===== config.mk =====
export PLATFORM = sky130hd
export DESIGN_NAME = sd_cmd_path
export DESIGN_NICKNAME = d
export VERILOG_FILES = /design/src/rtl/sdcmd_pkg.sv /design/src/rtl/sdcmd_crc7.sv /design/src/rtl/sdcmd_tx.sv /design/src/rtl/sdcmd_rx.sv /design/src/rtl/sd_cmd_path.sv
export SDC_FILE = /design/constraint.sdc
export NUM_CORES = 1
export LEC_CHECK = 0
export BUFFER_PORTS_ARGS = -buffer_cell sky130_fd_sc_hd__buf_2
export CAP_MARGIN = 30
export CELL_PAD_IN_SITES_DETAIL_PLACEMENT = 0
export CELL_PAD_IN_SITES_GLOBAL_PLACEMENT = 2
export CORE_MARGIN = 5
export CORE_UTILIZATION = 30
export DETAILED_ROUTE_END_ITERATION = 12
export PLACE_DENSITY = 0.67
export SYNTH_ARGS = -nofsm -noshare
export SYNTH_HDL_FRONTEND = slang
export SYNTH_SLANG_ARGS = --single-unit

===== constraint.sdc =====
create_clock -name clk -period 4.8 [get_ports clk]
set_clock_uncertainty 0.1 [all_clocks]
set_input_delay 0.24 -clock clk [delete_from_list [all_inputs] [get_ports clk]]
set_output_delay 0.24 -clock clk [all_outputs]
set_load 0.005 [all_outputs]

===== src/rtl/sdcmd_pkg.sv =====
package sdcmd_pkg;
  localparam int WORD_W    = 13;
  localparam int ARG_W     = 32;
  localparam int IDX_W     = 6;
  localparam int CRC_W     = 7;
  localparam int RESP_W    = 128;
  localparam int RUN_BIT   = 12;
  localparam int XFER_BIT  = 6;
  localparam int STOP_BIT  = 7;
  localparam int RT_LSB    = 8;
  localparam int HEAD_W    = 2 + IDX_W + ARG_W;        // bits covered by CRC
  localparam int FRAME_W   = HEAD_W + CRC_W + 1;       // 48
  localparam int LONG_W    = 8 + RESP_W;               // 136
  localparam int LONG_HDR  = 7;                        // header bits after start
  localparam int LONG_BODY = RESP_W - CRC_W - 1;       // 120

  typedef enum logic [1:0] {
    RT_NONE      = 2'b00,
    RT_SHORT_CRC = 2'b01,
    RT_SHORT_RAW = 2'b10,
    RT_LONG      = 2'b11
  } rtype_e;

  typedef enum logic [2:0] {
    ST_IDLE, ST_GAP, ST_TX, ST_WAIT, ST_RX, ST_DONE
  } state_e;
endpackage


===== src/rtl/sdcmd_crc7.sv =====
module sdcmd_crc7 #(
  parameter int             W    = 7,
  parameter logic [W-1:0]   POLY = 'h09
) (
  input  logic         clk,
  input  logic         rst_n,
  input  logic         clr,
  input  logic         upd,
  input  logic         shift,
  input  logic         din,
  output logic [W-1:0] crc
);
  logic [W-1:0] crc_d;
  logic         fb;

  always_comb begin
    fb    = din ^ crc[W-1];
    crc_d = crc;
    if (clr)        crc_d = '0;
    else if (upd)   crc_d = {crc[W-2:0], 1'b0} ^ (fb ? POLY : '0);
    else if (shift) crc_d = {crc[W-2:0], 1'b0};
  end

  always_ff @(posedge clk or negedge rst_n) begin
    if (!rst_n) crc <= '0;
    else        crc <= crc_d;
  end
endmodule


===== src/rtl/sdcmd_tx.sv =====
module sdcmd_tx import sdcmd_pkg::*; #(
  parameter int IW = 8
) (
  input  logic              clk,
  input  logic              rst_n,
  input  logic              load,
  input  logic [HEAD_W-1:0] head,
  input  logic              adv,
  input  logic [IW-1:0]     bit_idx,
  output logic              txd
);
  logic [HEAD_W-1:0] sh_q, sh_d;
  logic [CRC_W-1:0]  crc;
  logic              in_head, in_crc;

  always_comb begin
    in_head = bit_idx < IW'(HEAD_W);
    in_crc  = !in_head && (bit_idx < IW'(FRAME_W - 1));
    sh_d    = sh_q;
    if (load)              sh_d = head;
    else if (adv && in_head) sh_d = {sh_q[HEAD_W-2:0], 1'b0};
    txd = in_head ? sh_q[HEAD_W-1] : (in_crc ? crc[CRC_W-1] : 1'b1);
  end

  always_ff @(posedge clk or negedge rst_n) begin
    if (!rst_n) sh_q <= '0;
    else        sh_q <= sh_d;
  end

  sdcmd_crc7 #(.W(CRC_W)) u_crc (
    .clk   (clk),
    .rst_n (rst_n),
    .clr   (load),
    .upd   (adv && in_head),
    .shift (adv && in_crc),
    .din   (sh_q[HEAD_W-1]),
    .crc   (crc)
  );
endmodule


===== src/rtl/sdcmd_rx.sv =====
module sdcmd_rx import sdcmd_pkg::*; #(
  parameter int IW = 8
) (
  input  logic              clk,
  input  logic              rst_n,
  input  logic              clr,
  input  logic              adv,
  input  logic              rxd,
  input  logic              long_mode,
  input  logic [IW-1:0]     bit_idx,
  output logic [RESP_W-1:0] sh_q,
  output logic              crc_ok
);
  localparam int SHORT_COVER = HEAD_W - 1;   // bits after the start bit
  logic [RESP_W-1:0] sh_d;
  logic [CRC_W-1:0]  crc;
  logic              covered;

  always_comb begin
    if (long_mode)
      covered = (bit_idx >= IW'(LONG_HDR)) && (bit_idx < IW'(LONG_HDR + LONG_BODY));
    else
      covered = bit_idx < IW'(SHORT_COVER);
    sh_d   = adv ? {sh_q[RESP_W-2:0], rxd} : sh_q;
    crc_ok = (crc == sh_q[CRC_W:1]);
  end

  always_ff @(posedge clk or negedge rst_n) begin
    if (!rst_n) sh_q <= '0;
    else        sh_q <= sh_d;
  end

  sdcmd_crc7 #(.W(CRC_W)) u_crc (
    .clk   (clk),
    .rst_n (rst_n),
    .clr   (clr),
    .upd   (adv && covered),
    .shift (1'b0),
    .din   (rxd),
    .crc   (crc)
  );
endmodule


===== src/rtl/sd_cmd_path.sv =====
module sd_cmd_path import sdcmd_pkg::*; #(
  parameter int GAP_CYC     = 8,
  parameter int RSP_TIMEOUT = 64
) (
  input  logic              clk,
  input  logic              rst_n,
  input  logic              cmd_wr,
  input  logic [WORD_W-1:0] cmd_word,
  input  logic [ARG_W-1:0]  cmd_arg,
  input  logic              cmd_in,
  output logic              cmd_out,
  output logic              cmd_oe,
  output logic              busy,
  output logic              sent,
  output logic              rsp_done,
  output logic              rsp_timeout,
  output logic              rsp_crc_err,
  output logic              xfer_go,
  output logic              abort_go,
  output logic [IDX_W-1:0]  rsp_idx,
  output logic [31:0]       rsp0,
  output logic [31:0]       rsp1,
  output logic [31:0]       rsp2,
  output logic [31:0]       rsp3
);
  localparam int CNT_A      = (RSP_TIMEOUT > LONG_W) ? RSP_TIMEOUT : LONG_W;
  localparam int CNT_MAX    = (GAP_CYC > CNT_A) ? GAP_CYC : CNT_A;
  localparam int CW         = $clog2(CNT_MAX + 1);
  localparam int TX_LAST    = FRAME_W - 1;
  localparam int SHORT_LAST = FRAME_W - 2;
  localparam int LONG_LAST  = LONG_W - 2;

  state_e            state_q, state_d;
  logic [CW-1:0]     cnt_q, cnt_d;
  rtype_e            rt_q;
  logic              xfer_q, stop_q;
  logic              sent_d, done_d, to_d, crc_d, xgo_d, ago_d;
  logic              tx_load, tx_adv, rx_clr, rx_adv, resp_ld, txd, crc_ok;
  logic [RESP_W-1:0] rx_sh, resp_q, resp_n;
  logic [IDX_W-1:0]  idx_n;
  logic              is_long;

  assign is_long = (rt_q == RT_LONG);

  // next-state logic
  always_comb begin
    state_d = state_q;
    cnt_d   = cnt_q;
    sent_d  = 1'b0; done_d = 1'b0; to_d = 1'b0; crc_d = 1'b0;
    xgo_d   = 1'b0; ago_d  = 1'b0;
    tx_load = 1'b0; tx_adv = 1'b0; rx_clr = 1'b0; rx_adv = 1'b0;
    resp_ld = 1'b0;
    if (cmd_wr) begin
      cnt_d = '0;
      if (cmd_word[RUN_BIT]) begin
        state_d = ST_GAP;
        tx_load = 1'b1;
      end else begin
        state_d = ST_IDLE;
      end
    end else begin
      case (state_q)
        ST_GAP: begin
          if (cnt_q == CW'(GAP_CYC - 1)) begin
            state_d = ST_TX;
            cnt_d   = '0;
          end else cnt_d = cnt_q + 1'b1;
        end
        ST_TX: begin
          tx_adv = 1'b1;
          if (cnt_q == CW'(TX_LAST)) begin
            ago_d = stop_q;
            cnt_d = '0;
            if (rt_q == RT_NONE) begin
              state_d = ST_IDLE;
              sent_d  = 1'b1;
              xgo_d   = xfer_q;
            end else state_d = ST_WAIT;
          end else cnt_d = cnt_q + 1'b1;
        end
        ST_WAIT: begin
          if (!cmd_in) begin
            state_d = ST_RX;
            cnt_d   = '0;
            rx_clr  = 1'b1;
          end else if (cnt_q == CW'(RSP_TIMEOUT - 1)) begin
            state_d = ST_IDLE;
            to_d    = 1'b1;
          end else cnt_d = cnt_q + 1'b1;
        end
        ST_RX: begin
          rx_adv = 1'b1;
          if (cnt_q == (is_long ? CW'(LONG_LAST) : CW'(SHORT_LAST))) state_d = ST_DONE;
          else cnt_d = cnt_q + 1'b1;
        end
        ST_DONE: begin
          resp_ld = 1'b1;
          state_d = ST_IDLE;
          if ((rt_q != RT_SHORT_RAW) && !crc_ok) crc_d = 1'b1;
          else begin
            done_d = 1'b1;
            xgo_d  = xfer_q;
          end
        end
        default: state_d = ST_IDLE;
      endcase
    end
  end

  // response word assembly
  always_comb begin
    if (is_long) begin
      resp_n = rx_sh;
      idx_n  = '1;
    end else begin
      resp_n = {rx_sh[ARG_W+CRC_W:CRC_W+1], {(RESP_W-ARG_W){1'b0}}};
      idx_n  = rx_sh[ARG_W+CRC_W+IDX_W:ARG_W+CRC_W+1];
    end
  end

  // registers
  always_ff @(posedge clk or negedge rst_n) begin
    if (!rst_n) begin
      state_q     <= ST_IDLE;
      cnt_q       <= '0;
      rt_q        <= RT_NONE;
      xfer_q      <= 1'b0;
      stop_q      <= 1'b0;
      sent        <= 1'b0;
      rsp_done    <= 1'b0;
      rsp_timeout <= 1'b0;
      rsp_crc_err <= 1'b0;
      xfer_go     <= 1'b0;
      abort_go    <= 1'b0;
      resp_q      <= '0;
      rsp_idx     <= '0;
    end else begin
      state_q     <= state_d;
      cnt_q       <= cnt_d;
      sent        <= sent_d;
      rsp_done    <= done_d;
      rsp_timeout <= to_d;
      rsp_crc_err <= crc_d;
      xfer_go     <= xgo_d;
      abort_go    <= ago_d;
      if (tx_load) begin
        rt_q   <= rtype_e'(cmd_word[RT_LSB+1:RT_LSB]);
        xfer_q <= cmd_word[XFER_BIT];
        stop_q <= cmd_word[STOP_BIT];
      end
      if (resp_ld) begin
        resp_q  <= resp_n;
        rsp_idx <= idx_n;
      end
    end
  end

  assign rsp0    = resp_q[127:96];
  assign rsp1    = resp_q[95:64];
  assign rsp2    = resp_q[63:32];
  assign rsp3    = resp_q[31:0];
  assign busy    = (state_q != ST_IDLE);
  assign cmd_oe  = (state_q == ST_GAP) || (state_q == ST_TX);
  assign cmd_out = (state_q == ST_TX) ? txd : 1'b1;

  sdcmd_tx #(.IW(CW)) u_tx (
    .clk     (clk),
    .rst_n   (rst_n),
    .load    (tx_load),
    .head    ({2'b01, cmd_word[IDX_W-1:0], cmd_arg}),
    .adv     (tx_adv),
    .bit_idx (cnt_q),
    .txd     (txd)
  );

  sdcmd_rx #(.IW(CW)) u_rx (
    .clk       (clk),
    .rst_n     (rst_n),
    .clr       (rx_clr),
    .adv       (rx_adv),
    .rxd       (cmd_in),
    .long_mode (is_long),
    .bit_idx   (cnt_q),
    .sh_q      (rx_sh),
    .crc_ok    (crc_ok)
  );

  AST_SENT_ONLY_NORESP: assert property (@(posedge clk) disable iff (!rst_n)
    sent |-> (rt_q == RT_NONE));
  AST_OUTCOME_ONEHOT: assert property (@(posedge clk) disable iff (!rst_n)
    $onehot0({sent, rsp_done, rsp_timeout, rsp_crc_err}));
  AST_IDLE_ON_OUTCOME: assert property (@(posedge clk) disable iff (!rst_n)
    (sent || rsp_done || rsp_timeout || rsp_crc_err) |-> !busy);
  AST_RAW_NEVER_CRCERR: assert property (@(posedge clk) disable iff (!rst_n)
    rsp_crc_err |-> (rt_q != RT_SHORT_RAW));
  AST_ABORT_RELEASES: assert property (@(posedge clk) disable iff (!rst_n)
    (cmd_wr && !cmd_word[RUN_BIT]) |=> (!busy && !cmd_oe));
  AST_RESERVED_ZERO: assert property (@(posedge clk) disable iff (!rst_n)
    cmd_wr |-> (cmd_word[11:10] == 2'b00));
  AST_TIMEOUT_LINE_HIGH: assert property (@(posedge clk) disable iff (!rst_n)
    rsp_timeout |-> $past(cmd_in));
  AST_XFER_WITH_SUCCESS: assert property (@(posedge clk) disable iff (!rst_n)
    xfer_go |-> (sent || rsp_done));
endmodule


==> run metrics <==
post-synth top area share 0.608; mapped cell area 13900 µm²; Synth Net Count 1302; Clk Latency, worst-skew pair 0.54 ns; Worst Tran Pin Value 0.998 ns; Seq pwr share 0.461; effective utilization at floorplan 0.304; Switching Power 1.41 mW; via/cell ratio 4.57; core area 45600 µm²; Bufs on Longest Clock Path 3; final-report hold violation count 0; Max Used Layer met4; initial antenna violation count 0; slowest cell delay on critical path 0.57 ns; Pre-Repair DR Iteration Count 4; register bit total from synthesis 337; GPL Wtd Cong 0.779; DIE WIDTH 225 µm; worst path arrival time 3.01 ns; crit start category flip-flop; die area 50600 µm²; Crit. End Element flip-flop; CTS clk-pin slew, worst paths 0.06 ns; worst setup margin 2.11 ns; WL met1 15400 µm; CTS resizes 0; Max Fclk 372 MHz; Num Clock Sinks 337; pre-CTS setup slack 2.09 ns; DR DRC count 0; number of port buffers 189; DR WL/cell 16.0 µm; status completed; DIE HEIGHT 225 µm; Max VDD drop 247 µV; CP Buf/Inv Count 1; ys async rst share 1.00; Total GRT Usage 0.133; Syn Area/Cell 11.1 µm²; max_cap viols 0; Seq/Total Area, Yosys 0.608; largest net degree at the start of global routing 165; design area 17200 µm²; CTS H-tree lvls 2; fin util 0.378; Mapped Cells 1251; Antenna Cells 0; worst-path fanout max 58; Iter 0 DRT Violations 537; period utilization 0.560; Slew Limit Fails 0; Layout area overhead 24.2%; GR Overflow Total 0; RSZ-0062 raised after global routing false; Tmin final 2.69 ns; Pwr per Cell Area 369 nW/µm²; Internal Pwr Total 4.95 mW; Post-DRT Antenna Nets 0; Pleak 8.37 nW; clock power share 0.494; Yosys top cell by area dfrtp_1; YS warnings 0; Via Count 9545; Rel. slew slack 0.335; Synth area leaders dfrtp_1 (61%), nand2_1 (9.4%), mux2_2 (9.1%), o21ai_0 (5.4%), mux2i_1 (3.4%); Final nets 1508; top_reg_cell synth dfrtp_1; met2 WL post-DR 15800 µm; I/O Pins 192; Post-DP Area 15400 µm²; vias in the first global route 9882; TritonCTS Buffers 41; final setup violation count 0; Net Sw Frac 0.222; count of cell types in the netlist 57; critical path required time 5.12 ns; routed wl met3 1370 µm; min-delay worst type in2reg; logic gate share of total power 0.045; final WL 33500 µm; Setup CP Type reg2reg; CTS root buffer clkbuf_16; Slowest cell on crit path dfrtp_1; post-DP HPWL 20900 µm; layout cell share with drive strength beyond 1 0.262; critical-path cell list nor3b_2 > nand2_4 > buf_4 > mux2_1; Post-synth EDFFs 0; Top Family by Delay on Critical Path simple AND/OR/NAND/NOR gates; Final TNS setup 0 ns; CTS tree yes; first-pass GRT wire length 55200 µm; row cnt 78
==> layer usage <==
layer,vias up,GRT usage
met1,4660,0.180
met4,0,0.0448
met5,-,0
met3,60,0.0268
li1,4674,-
met2,151,0.213
==> logic make-up (layout without fill, tap and decap cells) <==
family | count (synthesis) | after routing | share of synthesized area
muxes | 176 | 176 | 0.139
AOI/OAI and AO/OA | 222 | 222 | 0.0929
and+or+nand+nor | 415 | 415 | 0.124
buffers and inverters | 88 | 326 | 0.0281
DFF | 337 | 337 | 0.608
xor gates and xnor gates | 11 | 11 | 0.00694
adders and majority gates | 2 | 2 | 0.00180
==> sequential cells by signal (all words and copies together) (netlist names), 2 cells and up <==
| register | count |
|---|---|
| cnt_q | 8 |
| resp_q | 128 |
| rsp_idx | 6 |
| rt_q | 2 |
| state_q | 3 |
| u_rx.sh_q | 128 |
| u_rx.u_crc.crc | 7 |
| u_tx.sh_q | 40 |
| u_tx.u_crc.crc | 7 |
==> worst paths after layout <==
path	slack, ns	to	cells after the start	start
min reg2reg	0.37	resp_q[75]$_DFFE_PN0P_	2	resp_q[75]$_DFFE_PN0P_
max	2.11	u_rx.sh_q[45]$_DFFE_PN0P_	4	state_q[2]$_DFFE_PN0P_
min in group asynchronous	0.27	u_rx.sh_q[12]$_DFFE_PN0P_	2	rst_n
max in group asynchronous	3.11	u_tx.sh_q[22]$_DFFE_PN0P_	3	rst_n
min	0.12	u_tx.sh_q[38]$_DFFE_PN0P_	3	cmd_word[12]
max reg2reg	2.11	u_rx.sh_q[45]$_DFFE_PN0P_	4	state_q[2]$_DFFE_PN0P_
==> metrics by stage <==
stage | hold slack [ns] | instances | power, mW
after floorplan | -0.156 | 1251 | 3.11
after global placement | 0.308 | 1968 | 3.24
after detailed placement | 0.333 | 1968 | 3.25
after CTS | 0.0822 | 2088 | 6.50
after global routing | 0.150 | 2089 | 6.65
final | 0.118 | 2089 | 6.36
==> final cells by class <==
type	instances	area (µm²)
fill	4555	28300
tap	600	751
sequential	337	8430
inverter	5	18.8
clock buffer	65	1250
timing repair buffer	246	1570
multi-input combinational	826	5080
clock inverter	10	138
==> power groups by stage <==
stage               logic, mW  registers (mW)  clock network [mW]
floorplan               0.136            2.97                   0
global route            0.325            2.94                3.39
detailed placement      0.263            2.98                   0
CTS                     0.291            2.93                3.28
finish                  0.283            2.93                3.14
global placement        0.260            2.98                   0
==> worst register-to-register path, stage by stage (launching register included) <==
cell and delay, ns:
dfrtp_1 0.57, nor3b_2 0.45, nand2_4 0.51, buf_4 0.55
mux2_1 0.39
==> cells in the final DEF (no fill, tap or decap), types with 3 or more instances in the layout <==
| cell | netlist | layout |
|---|---|---|
| nand2b_1 | 3 | 3 |
| nand3_1 | 10 | 9 |
| nor2b_1 | 3 | 3 |
| mux2_1 | 17 | 17 |
| a22oi_1 | 31 | 31 |
| mux2i_1 | 47 | 47 |
| nor2_1 | 21 | 20 |
| nand2_1 | 348 | 347 |
| or3_1 | 3 | 3 |
| and3_1 | 7 | 7 |
| o21ai_0 | 151 | 151 |
| clkbuf_16 | 0 | 43 |
| clkbuf_1 | 39 | 13 |
| dfrtp_1 | 337 | 337 |
| xnor2_1 | 9 | 9 |
| buf_12 | 0 | 4 |
| a21oi_1 | 4 | 4 |
| o22ai_1 | 5 | 5 |
| clkbuf_8 | 0 | 9 |
| buf_2 | 39 | 188 |
| mux2_2 | 112 | 112 |
| inv_1 | 4 | 4 |
| o21ai_1 | 6 | 6 |
| dlygate4sd3_1 | 0 | 45 |
| buf_4 | 1 | 7 |
| bufinv_16 | 0 | 3 |
| clkinv_2 | 0 | 3 |
| a22o_1 | 5 | 5 |
==> Yosys cell counts, types with 3 or more instances <==
master and count:
mux2_1 17, o21ai_0 151, nor2_1 21, clkbuf_1 39, or3_1 3, a21oi_1 4
mux2_2 112, o22ai_1 5, dfrtp_1 337, xnor2_1 9, nand3_1 10, nand2b_1 3
and3_1 7, mux2i_1 47, nand2_1 348, buf_1 3, a22oi_1 31, inv_1 4
nor2b_1 3, o21ai_1 6, a22o_1 5, and2_1 3, buf_2 39
==> what timing repair did <==
action / CTS / global route
setup buffers: 0 / 0
hold buffers: 45 / 0
hold endpoints to repair: 161 / 0
Note: power is estimated with default switching activity, not from simulation.
